### config.mk
export PLATFORM = sky130hd
export DESIGN_NAME = sm_stall_watchdog
export DESIGN_NICKNAME = d
export VERILOG_FILES = /design/src/rtl/smw_pkg.sv /design/src/rtl/smw_strap_latch.sv /design/src/rtl/smw_stall_counter.sv /design/src/rtl/smw_action_unit.sv /design/src/rtl/sm_stall_watchdog.sv
export SDC_FILE = /design/constraint.sdc
export NUM_CORES = 1
export LEC_CHECK = 0
export ABC_AREA = 1
export BUFFER_PORTS_ARGS = -buffer_cell sky130_fd_sc_hd__buf_2
export CAP_MARGIN = 20
export CORE_UTILIZATION = 35
export DETAILED_ROUTE_END_ITERATION = 16
export GPL_TIMING_DRIVEN = 0
export PLACE_DENSITY_LB_ADDON = 0.3
export SLEW_MARGIN = 10
export SYNTH_ARGS = -nofsm -noshare
export SYNTH_HDL_FRONTEND = slang
export SYNTH_SLANG_ARGS = --single-unit
### constraint.sdc
create_clock -name clk -period 3.75 [get_ports clk]
set_clock_uncertainty 0.05 [all_clocks]
set_input_delay 0.375 -clock clk [delete_from_list [all_inputs] [get_ports clk]]
set_output_delay 0.375 -clock clk [all_outputs]
set_load 0.005 [all_outputs]
### src/rtl/smw_pkg.sv
package smw_pkg;
  typedef enum logic {
    SMW_ACT_IRQ   = 1'b0,
    SMW_ACT_RESET = 1'b1
  } smw_action_e;
endpackage

### src/rtl/smw_strap_latch.sv
// Brings the strap pin into the clock domain and freezes its value at the end of reset.
module smw_strap_latch (
  input  logic clk,
  input  logic rst,
  input  logic strap_in,
  output logic strap_ok
);
  logic meta_q;
  logic sync_q;

  always_ff @(posedge clk) begin
    meta_q <= strap_in;
    sync_q <= meta_q;
  end

  always_ff @(posedge clk) begin
    if (rst) strap_ok <= sync_q;
  end
endmodule

### src/rtl/smw_stall_counter.sv
// Counts ticks of uninterrupted busy time for one machine and saturates above the limit.
module smw_stall_counter #(
  parameter int LIMIT_TICKS = 5
) (
  input  logic clk,
  input  logic rst,
  input  logic arm,
  input  logic clear,
  input  logic busy,
  input  logic tick,
  output logic hit
);
  localparam int CNT_W = $clog2(LIMIT_TICKS + 2);
  localparam logic [CNT_W-1:0] LAST = CNT_W'(LIMIT_TICKS);
  localparam logic [CNT_W-1:0] SAT  = CNT_W'(LIMIT_TICKS + 1);

  logic [CNT_W-1:0] cnt_q;
  logic             live;

  assign live = arm && busy && !clear;

  always_ff @(posedge clk) begin
    if (rst || !live) begin
      cnt_q <= '0;
    end else if (tick && cnt_q != SAT) begin
      cnt_q <= cnt_q + 1'b1;
    end
  end

  always_ff @(posedge clk) begin
    if (rst) hit <= 1'b0;
    else     hit <= live && tick && (cnt_q == LAST);
  end
endmodule

### src/rtl/smw_action_unit.sv
// Turns detections into a reset pulse or a sticky status plus interrupt.
module smw_action_unit
  import smw_pkg::*;
#(
  parameter int NUM_SM       = 8,
  parameter int PULSE_CYCLES = 16
) (
  input  logic              clk,
  input  logic              rst,
  input  logic              strap_ok,
  input  smw_action_e       mode,
  input  logic [NUM_SM-1:0] hits,
  input  logic              clr_we,
  input  logic [NUM_SM-1:0] clr_mask,
  output logic [NUM_SM-1:0] status_o,
  output logic              irq_o,
  output logic              pulse_o
);
  localparam int PW = $clog2(PULSE_CYCLES + 1);
  localparam logic [PW-1:0] PLOAD = PW'(PULSE_CYCLES);

  logic [PW-1:0]     pcnt_q;
  logic [NUM_SM-1:0] status_d;
  logic [NUM_SM-1:0] clr_eff;
  logic [NUM_SM-1:0] set_eff;
  logic              fire;

  assign clr_eff = clr_we ? clr_mask : '0;
  assign set_eff = (mode == SMW_ACT_IRQ) ? hits : '0;
  assign fire    = (mode == SMW_ACT_RESET) && (|hits) && (pcnt_q == '0);

  always_comb begin
    if (strap_ok) status_d = (status_o & ~clr_eff) | set_eff;
    else          status_d = '0;
  end

  always_ff @(posedge clk) begin
    if (rst) begin
      status_o <= '0;
      irq_o    <= 1'b0;
    end else begin
      status_o <= status_d;
      irq_o    <= |status_d;
    end
  end

  always_ff @(posedge clk) begin
    if (rst || !strap_ok) begin
      pcnt_q  <= '0;
      pulse_o <= 1'b0;
    end else if (pcnt_q != '0) begin
      pcnt_q  <= pcnt_q - 1'b1;
      pulse_o <= (pcnt_q > PW'(1));
    end else if (fire) begin
      pcnt_q  <= PLOAD;
      pulse_o <= 1'b1;
    end
  end
endmodule

### src/rtl/sm_stall_watchdog.sv
module sm_stall_watchdog
  import smw_pkg::*;
#(
  parameter int NUM_SM       = 8,
  parameter int LIMIT_TICKS  = 5,
  parameter int PULSE_CYCLES = 16
) (
  input  logic              clk,
  input  logic              rst,
  input  logic              strap_in,
  input  logic              cfg_enable,
  input  logic              cfg_mode,
  input  logic              status_clr_we,
  input  logic [NUM_SM-1:0] status_clr_mask,
  input  logic              tick,
  input  logic [NUM_SM-1:0] busy,
  output logic              reset_pulse_o,
  output logic              irq_o,
  output logic [NUM_SM-1:0] stuck_status_o
);
  logic              strap_ok;
  logic              arm;
  logic [NUM_SM-1:0] hits;

  smw_strap_latch u_strap (
    .clk      (clk),
    .rst      (rst),
    .strap_in (strap_in),
    .strap_ok (strap_ok)
  );

  assign arm = strap_ok && cfg_enable;

  for (genvar g = 0; g < NUM_SM; g++) begin : g_cnt
    smw_stall_counter #(.LIMIT_TICKS(LIMIT_TICKS)) u_cnt (
      .clk   (clk),
      .rst   (rst),
      .arm   (arm),
      .clear (reset_pulse_o),
      .busy  (busy[g]),
      .tick  (tick),
      .hit   (hits[g])
    );
  end

  smw_action_unit #(.NUM_SM(NUM_SM), .PULSE_CYCLES(PULSE_CYCLES)) u_act (
    .clk      (clk),
    .rst      (rst),
    .strap_ok (strap_ok),
    .mode     (smw_action_e'(cfg_mode)),
    .hits     (hits),
    .clr_we   (status_clr_we),
    .clr_mask (status_clr_mask),
    .status_o (stuck_status_o),
    .irq_o    (irq_o),
    .pulse_o  (reset_pulse_o)
  );
endmodule

## Yosys cells after proc, flatten, opt, wreduce, memory -nomap -nowiden

Index checks and enable logic that the tools add are counted.
Widths: inputs -> output; s select.

| operators by class | value |
|---|---|
| muxes and demuxes | 7 |
| magnitude comparators | 1 |
| equal/unequal tests | 16 |
| bitwise logic cells | 3 |
| add/sub/neg operators | 9 |
| reductions and logical operators | 67 |

Operator list:

| kind | number |
|---|---|
| $logic_and 1x1->1 | 43 |
| $add 3x1->3 const B | 8 |
| $eq 3x3->1 const B | 8 |
| $mux 8 | 3 |
| $ne 3x3->1 const B | 8 |
| $reduce_or 8->1 | 2 |
| $logic_not 1->1 | 10 |
| $mux 5 | 2 |
| $logic_or 1x1->1 | 9 |
| $and 8x8->8 | 1 |
| $not 8->8 | 1 |
| $or 8x8->8 | 1 |
| $gt 5x1->1 const B | 1 |
| $logic_not 5->1 | 1 |
| $reduce_bool 5->1 | 1 |
| $sub 5x1->5 const B | 1 |
| $mux 1 | 2 |
| $reduce_bool 2->1 | 1 |

| word-level totals | value |
|---|---|
| bits in registers | 50 |
| output and inout bits | 10 |
| logic and storage cells | 126 |
| input port bits | 23 |

## Depth between registers and ports, before layout

Gate-level depths: netlist of the first run.

| depth | value |
|---|---|
| depth after elaboration | 6 |
| depth in mapped cells | 8 |
| gate-level depth less buffers | 7 |

## By module

A second synthesis of the first run with hierarchy kept.

| unflattened totals | value |
|---|---|
| cells, all modules | 382 |
| area, all modules | 2711.4 um^2 |

By module, submodules not included:

| module | instances | area each (um^2) | cells an instance | seq. area each (um^2) |
|---|---|---|---|---|
| smw_stall_counter | 8 | 234.0 | 33 | 80.1 |
| smw_action_unit | 1 | 762.0 | 113 | 300.3 |
| smw_strap_latch | 1 | 70.1 | 3 | 70.1 |
| sm_stall_watchdog | 1 | 7.5 | 2 | 0.0 |

## Least setup slack after synthesis of the first run

No wires, ideal clock.

| timing | value |
|---|---|
| path type | reg-to-reg |
| start | register u_act.pcnt_q[0] |
| end | register u_act.pcnt_q[1] |
| data arrival time | 1.114 ns |
| setup time | 0.066 ns |
| data required time | 3.634 ns |
| stages on the path, launching flop included | 7 |
| buffers on the path | 0 |
| clock period less this slack | 1.230 ns |
| path slack | 2.520 ns |
| cell sequence | dfxtp_1 inv_1 ha_1 nand3_4 inv_2 or2_1 a21oi_2 |

| on the way | value |
|---|---|
| word-level cells in the longest chain between the ends | 3 |
| elaborated cells on any way between the ends | 6 |
| those cells by class | add/sub: 1; mux: 1; reduce/logical: 4 |

Ends and longest elaborated chain:

| element | RTL line | RTL |
|---|---|---|
| start, declared | smw_action_unit.sv:22 | `logic [PW-1:0] pcnt_q;` |
| start signal, assigned | smw_action_unit.sv:52 | `pcnt_q <= pcnt_q - 1'b1;` |
| parallel branches: the longest is 3 deep, another holds $sub 5x1->5 | -- |  |

Several ways; the timed one is not identified.
A chain may end at the register's enable or synchronous reset.

## Final worst setup path of the first run

Ends and elaborated chain as after synthesis.

==> results of run 1 <==
## cell type report
class | count | area, µm² | area share
Timing Repair Buffer | 30 | 150 | 0.0525
Clock inverter | 3 | 40.0 | 0.0140
Multi-Input combinational cell | 212 | 1310 | 0.460
Buffer | 3 | 21.3 | 0.00744
Inverter | 34 | 133 | 0.0464
Clock buffer | 5 | 68.8 | 0.0241
Sequential cell | 50 | 1010 | 0.354
Tap cell | 96 | 120 | 0.0420
## path summary, 6_finish.rpt
kind | from | cells past startpoint | to
min | strap_in | 1 | u_strap.meta_q
min reg2reg | u_strap.meta_q | 0 | u_strap.sync_q
max reg2reg | u_act.pcnt_q[0] | 6 | u_act.pcnt_q[1]
max | u_act.pcnt_q[0] | 6 | u_act.pcnt_q[1]
## cells in the final DEF (no fill, tap or decap), drive strengths merged
cell	synthesis	final
nand3	19	19
and2	1	1
bufinv	0	1
clkinv	0	2
nand2	74	74
clkbuf	0	5
edfxtp	1	1
buf	3	33
a211oi	10	10
a21oi	38	38
xor2	8	8
dfxtp	49	49
ha	27	27
inv	34	34
o21ai	5	5
or2	1	1
nor2	29	29
## sequential cells by signal, summed over array words and instances, names as in the netlist
name	flops
g_cnt.u_cnt.cnt_q	24
g_cnt.u_cnt.hit	8
u_act.status_o	8
u_act.pcnt_q	5
u_act.irq_o	1
u_act.pulse_o	1
u_strap.meta_q	1
u_strap.strap_ok	1
u_strap.sync_q	1
## stage by stage
| stage | power [W] | utilization |
|---|---|---|
| after floorplan | 0.000860 | - |
| after global placement | 0.000929 | 0.402 |
| after detailed placement | 0.000936 | 0.402 |
| after CTS | 0.00131 | 0.418 |
| after global routing | 0.00139 | 0.418 |
| final | 0.00130 | 0.418 |
## cell families after synthesis
kind of cell	count (synthesis)
flip-flops	50
adder cells (fa/ha/maj)	27
XOR/XNOR	8
buffers and inverters	37
AND/OR/NAND/NOR	124
AO/OA/AOI/OAI	53
## routing by layer
metal  vias up  global-route usage
li1       1029                   -
met1       866               0.153
met2        34               0.231
met3         6              0.0289
met4         0              0.0500
met5         -                   0
## power by group through the flow
stage / Clock [W] / Combinational (W) / Sequential, W
final: 0.000374 / 0.000321 / 0.000600
after global routing: 0.000412 / 0.000370 / 0.000607
after CTS: 0.000390 / 0.000324 / 0.000601
after detailed placement: 0 / 0.000324 / 0.000612
after global placement: 0 / 0.000318 / 0.000611
after floorplan: 0 / 0.000253 / 0.000607
## critical path: cells and delay by family, from the launching register on
kind | cells | cell delay, ns
flops | 1 | 0.37
simple gates | 2 | 0.32
fa+ha+maj | 1 | 0.25
buf+inv | 2 | 0.15
compound gates | 1 | 0.13
==> key figures, run 1 <==
Logic synthesis
  – Post-synthesis register bit count: 50
  – Multiplexer area fraction after synthesis: 0
  – Synth area leader: dfxtp_1
  – Post-synth top cells: nand2_1, dfxtp_1, inv_1
  – Area contributors post-synth: dfxtp_1, ha_1, nand2_1
  – Xor/xnor cell area share of the yosys netlist: 0.0283
  – Yosys warns: 0
  – Synth top area share: 0.396
  – Main flop type after synthesis: dfxtp_1
  – Post-Synth Adder-Cell Area: 0.136
  – Cells after Synth: 299
  – Most frequent cell after synthesis: nand2_1
  – FFs w/ async S/R, synth: 0
  – Largest family of logic cells by synthesized area: simple AND/OR/NAND/NOR gates
  – Synth Cell Area: 2480 µm²
  – Post-synth EDFFs: 1
  – Simple-gate portion of the synthesized area: 0.210
  – Syn Area/Cell: 8.29 µm²
  – Sequential share of the synthesized area: 0.408
  – Netlist cell types: 22
  – Synthesized Nets: 349
  – Synth Area in Compound Gates: 0.155

Finish
  – Fillers: 704
  – Antenna Cells: 0
  – Share of layout cells above drive strength 1: 0.163
  – Final cell count without fillers: 433
  – Fin nets: 386
  – Post-route cell area: 2860 µm²
  – Area grow syn2layout: 15.3%

STA
  – Fmax: 752 MHz
  – Setup TNS: 0 ns
  – Least-Margin Pin Slew: 0.331 ns
  – Pins Over Slew Limit: 0
  – Final Hold Viols: 0
  – Unrepaired setup endpoints after global routing: no
  – Final setup fails: 0
  – Final Worst Setup Slack: 2.42 ns
  – Final worst path period share: 0.355
  – Tmin final: 1.33 ns
  – Hold slack final: 0.120 ns
  – Slew headroom: 0.779

Global route
  – GRT Util Overall: 0.130
  – Initial antenna violation count: 0
  – Grt ovf: 0
  – Vias in the first global route: 1760
  – First-pass GRT wire length: 7670 µm
  – Largest net degree at the start of global routing: 16

Setup path
  – Crit path kind: reg2reg
  – Peak per-stage delay on the critical path: 0.37 ns
  – Crit path max fanout: 4
  – Slowest CP cell: dfxtp_1
  – Crit path DAT: 1.52 ns
  – CP Capture Type: flip-flop
  – Data required, critical path: 3.94 ns
  – Crit-path cells: inv_1 > ha_1 > nand3_4 > inv_2 > or2_1 > a21oi_2
  – Element type at the critical path start: flip-flop
  – Reg2reg setup slack: 2.42 ns

Route
  – M1 wire length: 2100 µm
  – Total wire length: 4360 µm
  – DRT iter0 DRCs: 43
  – Via Count: 1935
  – Met2 Wirelength: 2030 µm
  – Met3 wire length: 157 µm
  – Vias/cell: 4.47
  – DRC Markers: 0
  – First-pass DRT Iterations: 6
  – DR top layer: met4
  – Antenna Nets Post-Route: 0
  – Routed len/inst: 10.1 µm

Clocking
  – Deepest clock path buffer count: 2
  – CTS hold repair buffers: 0
  – Post-CTS Setup Repair Bufs: 0
  – H-Tree Depth: 2
  – CTS Buf Count: 5
  – Cts repair resizes: 0
  – Root Buffer: clkbuf_8
  – Clock latency on the worst-skew pair: 0.30 ns
  – CTS tree: done
  – CTS Sinks: 50
  – Worst-path clk slew: 0.09 ns

Pwr
  – Sw Ratio: 0.314
  – PD cells: 453 nW/µm²
  – Sequential share of power: 0.463
  – NetSw: 0.000407 W
  – Power share of the combinational group: 0.248
  – Clock Power Share: 0.289
  – Leakage Power: 1.30 nW
  – Int Pwr: 0.000888 W
  – Max IR drop VDD: 177 µV

Floorplanning
  – CORE AREA: 6830 µm²
  – Row Count: 30
  – Initial Utilization: 0.363
  – # IOs: 33
  – Die W: 86.2 µm
  – DIE HEIGHT: 86.2 µm
  – Die area: 7420 µm²

Run
  – Maxcap violations: 0

Run status
  – Status: finished clean

Worst hold path
  – HP Class: in2reg

Placement
  – Hpwl dp: 3350 µm
  – Post-DP Area: 2750 µm²
  – Routability Congestion: 0.738
  – Placed cell count: 425
  – Pre-CTS setup slack: 2.36 ns
  – Port Buf Inserts: 30
(Power assumes the default switching activity.)
==> run 2, diff against run 1 <==
--- a/config.mk
+++ b/config.mk
@@ -5,7 +5,7 @@
 export SDC_FILE = /design/constraint.sdc
 export NUM_CORES = 1
 export LEC_CHECK = 0
-export ABC_AREA = 1
+export ABC_AREA = 0
 export BUFFER_PORTS_ARGS = -buffer_cell sky130_fd_sc_hd__buf_2
 export CAP_MARGIN = 20
 export CORE_UTILIZATION = 35
==> constraint.sdc (replaced) <==
create_clock -name clk -period 1.1 [get_ports clk]
set_clock_uncertainty 0.05 [all_clocks]
set_input_delay 0.11 -clock clk [delete_from_list [all_inputs] [get_ports clk]]
set_output_delay 0.11 -clock clk [all_outputs]
set_load 0.005 [all_outputs]
==> run 2 against run 1 <==
Effect of this change:
- the run now ends with negative setup slack left
- sequential cell count unchanged
- highest routed layer unchanged
- worst hold slack worse by 0.10 ns
- setup slack got worse by 2.7 ns
- final area increased by 12%
- utilization increased by 8.4 points
- die area is 7.2% lower
- sequential power grew to 3.1 times the previous value
- critical endpoint is now u_act.pulse_o
- synthesized cell count decreased by 17%
- first-iteration DRC count fell by 2.3%
- critical path depth shrank 1
==> key figures, run 2 <==
Finish
  – Commonest non-fill, non-tap cell in the layout: dfxtp_1 (was nand2_1)
  – Biggest regs: g_cnt.u_cnt.cnt_q x24, g_cnt.u_cnt.hit x8, u_act.status_o x8 (unchanged)
  – Util after Layout: 0.502 (was 0.418)
  – Multi-input gate area: 1610 µm² (was 1310 µm²)
  – Most flop-heavy register: g_cnt.u_cnt.cnt_q (unchanged)
  – Post-route cell area: 3190 µm² (was 2860 µm²)
  – Share of layout cells above drive strength 1: 0.431 (was 0.163)
  – Fin nets: 346 (was 386)
  – Fillers: 572 (was 704)
  – Area grow syn2layout: 38.9% (was 15.3%)
  – Register area: 1030 µm² (was 1010 µm²)
  – Most frequent cells in the layout: dfxtp_1, buf_2, ha_1 (was nand2_1, dfxtp_1, inv_1, buf_2, a21oi_1)
  – Largest register FFs: 24 (unchanged)
  – Antenna Cells: 0 (unchanged)

Clocking
  – CTS Buf Count: 5 (unchanged)
  – Deepest clock path buffer count: 2 (unchanged)
  – CTS tree: done (unchanged)
  – H-Tree Depth: 2 (unchanged)
  – Worst-path clk slew: 0.10 ns (was 0.09 ns)
  – CTS Sinks: 50 (unchanged)
  – Clock latency on the worst-skew pair: 0.31 ns (was 0.30 ns)
  – Root Buffer: clkbuf_8 (unchanged)

Route
  – First-pass DRT Iterations: 4 (was 6)
  – Routed len/inst: 12.5 µm (was 10.1 µm)
  – DRC Markers: 0 (unchanged)
  – Total wire length: 4680 µm (was 4360 µm)
  – Via Count: 1807 (was 1935)
  – Vias/cell: 4.83 (was 4.47)
  – DRT iter0 DRCs: 42 (was 43)
  – Antenna Nets Post-Route: 0 (unchanged)

Global route
  – GRT Util Overall: 0.145 (was 0.130)
  – Initial antenna violation count: 0 (unchanged)
  – First-pass GRT wire length: 7970 µm (was 7670 µm)
  – Largest net degree at the start of global routing: 17 (was 16)
  – Grt ovf: 0 (unchanged)
  – Vias in the first global route: 1762 (was 1760)

Floorplanning
  – Initial Utilization: 0.362 (was 0.363)
  – # IOs: 33 (unchanged)
  – CORE AREA: 6350 µm² (was 6830 µm²)
  – Die W: 83.0 µm (was 86.2 µm)
  – Die area: 6890 µm² (was 7420 µm²)
  – Row Count: 29 (was 30)
  – DIE HEIGHT: 83.0 µm (was 86.2 µm)

Logic synthesis
  – Post-synth EDFFs: 1 (unchanged)
  – Area contributors post-synth: dfxtp_1, ha_1, nor2_1 (was dfxtp_1, ha_1, nand2_1)
  – Sequential share of the synthesized area: 0.440 (was 0.408)
  – Synth Cell Area: 2300 µm² (was 2480 µm²)
  – Synthesized Nets: 298 (was 349)
  – Post-synth top cells: dfxtp_1, nor2_1, ha_1 (was nand2_1, dfxtp_1, inv_1)
  – Netlist cell types: 28 (was 22)
  – Yosys warns: 0 (unchanged)
  – Most frequent cell after synthesis: dfxtp_1 (was nand2_1)
  – Post-synthesis register bit count: 50 (unchanged)
  – Synth top area share: 0.427 (was 0.396)
  – Synth area leader: dfxtp_1 (unchanged)
  – Main flop type after synthesis: dfxtp_1 (unchanged)
  – Cells after Synth: 248 (was 299)
  – FFs w/ async S/R, synth: 0 (unchanged)
  – Syn Area/Cell: 9.26 µm² (was 8.29 µm²)

STA
  – Unrepaired setup endpoints after global routing: yes (was no)
  – Final Hold Viols: 0 (unchanged)
  – Slew headroom: 0.668 (was 0.779)
  – Fmax: 733 MHz (was 752 MHz)
  – Final worst path period share: 1.24 (was 0.355)
  – Final setup fails: 36 (was 0)
  – Pins Over Slew Limit: 0 (unchanged)
  – Tmin final: 1.36 ns (was 1.33 ns)
  – Setup TNS: -6.11 ns (was 0 ns)
  – Least-Margin Pin Slew: 0.498 ns (was 0.331 ns)
  – Final Worst Setup Slack: -0.263 ns (was 2.42 ns)

Placement
  – Routability Congestion: 0.760 (was 0.738)
  – Port Buf Inserts: 31 (was 30)
  – Hpwl dp: 3140 µm (was 3350 µm)
  – Post-DP Area: 2600 µm² (was 2750 µm²)

Run
  – Maxcap violations: 0 (unchanged)

Worst hold path
  – HP Class: in2reg (unchanged)

Run status
  – Failing checks: negative setup slack
  – Status: finished, violations left (was finished clean)

Setup path
  – Crit-path cells: inv_2 > ha_4 > nand2_1 > a21o_1 > o221a_2 (was inv_1 > ha_1 > nand3_4 > inv_2 > or2_1 > a21oi_2)
  – Crit path kind: reg2reg (unchanged)
  – Data required, critical path: 1.27 ns (was 3.94 ns)
  – Crit path max fanout: 4 (unchanged)
  – Slowest CP cell: dfxtp_2 (was dfxtp_1)
  – Element type at the critical path start: flip-flop (unchanged)
  – Peak per-stage delay on the critical path: 0.34 ns (was 0.37 ns)
  – CP Capture Type: flip-flop (unchanged)
  – Crit path DAT: 1.53 ns (was 1.52 ns)

Pwr
  – Leakage Power: 1.23 nW (was 1.30 nW)
  – PD cells: 1070 nW/µm² (was 453 nW/µm²)
  – Max IR drop VDD: 569 µV (was 177 µV)
-- run 2: final timing paths --
check | cells after the start | slack [ns] | from | endpoint
worst min register to register | 0 | 0.28 | u_strap.meta_q | u_strap.sync_q
worst min-delay path | 3 | 0.02 | busy[1] | g_cnt[1].u_cnt.cnt_q[0]
worst max register to register | 5 | -0.26 | u_act.pcnt_q[1] | u_act.pulse_o
worst max-delay path | 5 | -0.26 | u_act.pcnt_q[1] | u_act.pulse_o
-- run 2: layer usage --
metal  vias up  track usage  wire (µm)
met5         -            0          0
met4         0       0.0705         92
met3         8       0.0368        168
met2        30        0.233       2220
met1       829        0.181       2210
li1        940            -          -
-- run 2: what timing repair did --
item                                   4_1_cts  5_1_grt
setup endpoints to repair                   37       39
gates resized for setup                     60       38
pin swaps                                   31       11
buffers inserted                             6        2
gates cloned                                 1        0
hold buffers                                 1        2
endpoints found under the hold margin        2        2
-- run 2: cell type report --
class,count,share of cell area
buffer,3,0.00392
inverter,18,0.0212
clock inverter,2,0.00510
sequential,50,0.324
tap,77,0.0302
multi-input combinational,176,0.504
timing repair buffer,42,0.0859
clock buffer,6,0.0259
-- run 2: report_power, final --
part	switching [W]	internal (W)	leakage, nW
Clock	0.000649	0.000519	0.0478
Sequential	0.0000224	0.00184	0.413
Combinational	0.000210	0.000174	0.766
Total	0.000881	0.00253	1.23
-- run 2: per-stage QoR --
step | total power (W) | setup WS (ns) | cells | hold WS (ns)
after global routing | 0.00358 | -0.329 | 374 | 0.00502
after floorplan | 0.00206 | -0.177 | 248 | 0.0877
after detailed placement | 0.00215 | -0.552 | 356 | 0.164
after global placement | 0.00215 | -0.471 | 356 | 0.163
final | 0.00341 | -0.263 | 374 | 0.0171
after CTS | 0.00342 | -0.237 | 371 | -0.0456
-- run 2: cell families (layout without fill, tap and decap cells) --
family,after synthesis,after routing,synth area share
AOI/OAI and AO/OA,40,40,0.116
xor gates and xnor gates,10,10,0.0381
adders and majority gates,27,27,0.147
and+or+nand+nor,99,99,0.220
buffers and inverters,22,71,0.0392
DFF,50,50,0.440
-- run 2: critical path, delay by kind of cell (launching register included) --
kind | cells | cell delay (ns)
AO/OA/AOI/OAI | 2 | 0.52
adder cells (fa/ha/maj) | 1 | 0.15
buffers and inverters | 1 | 0.12
flip-flops | 1 | 0.34
AND/OR/NAND/NOR | 1 | 0.08
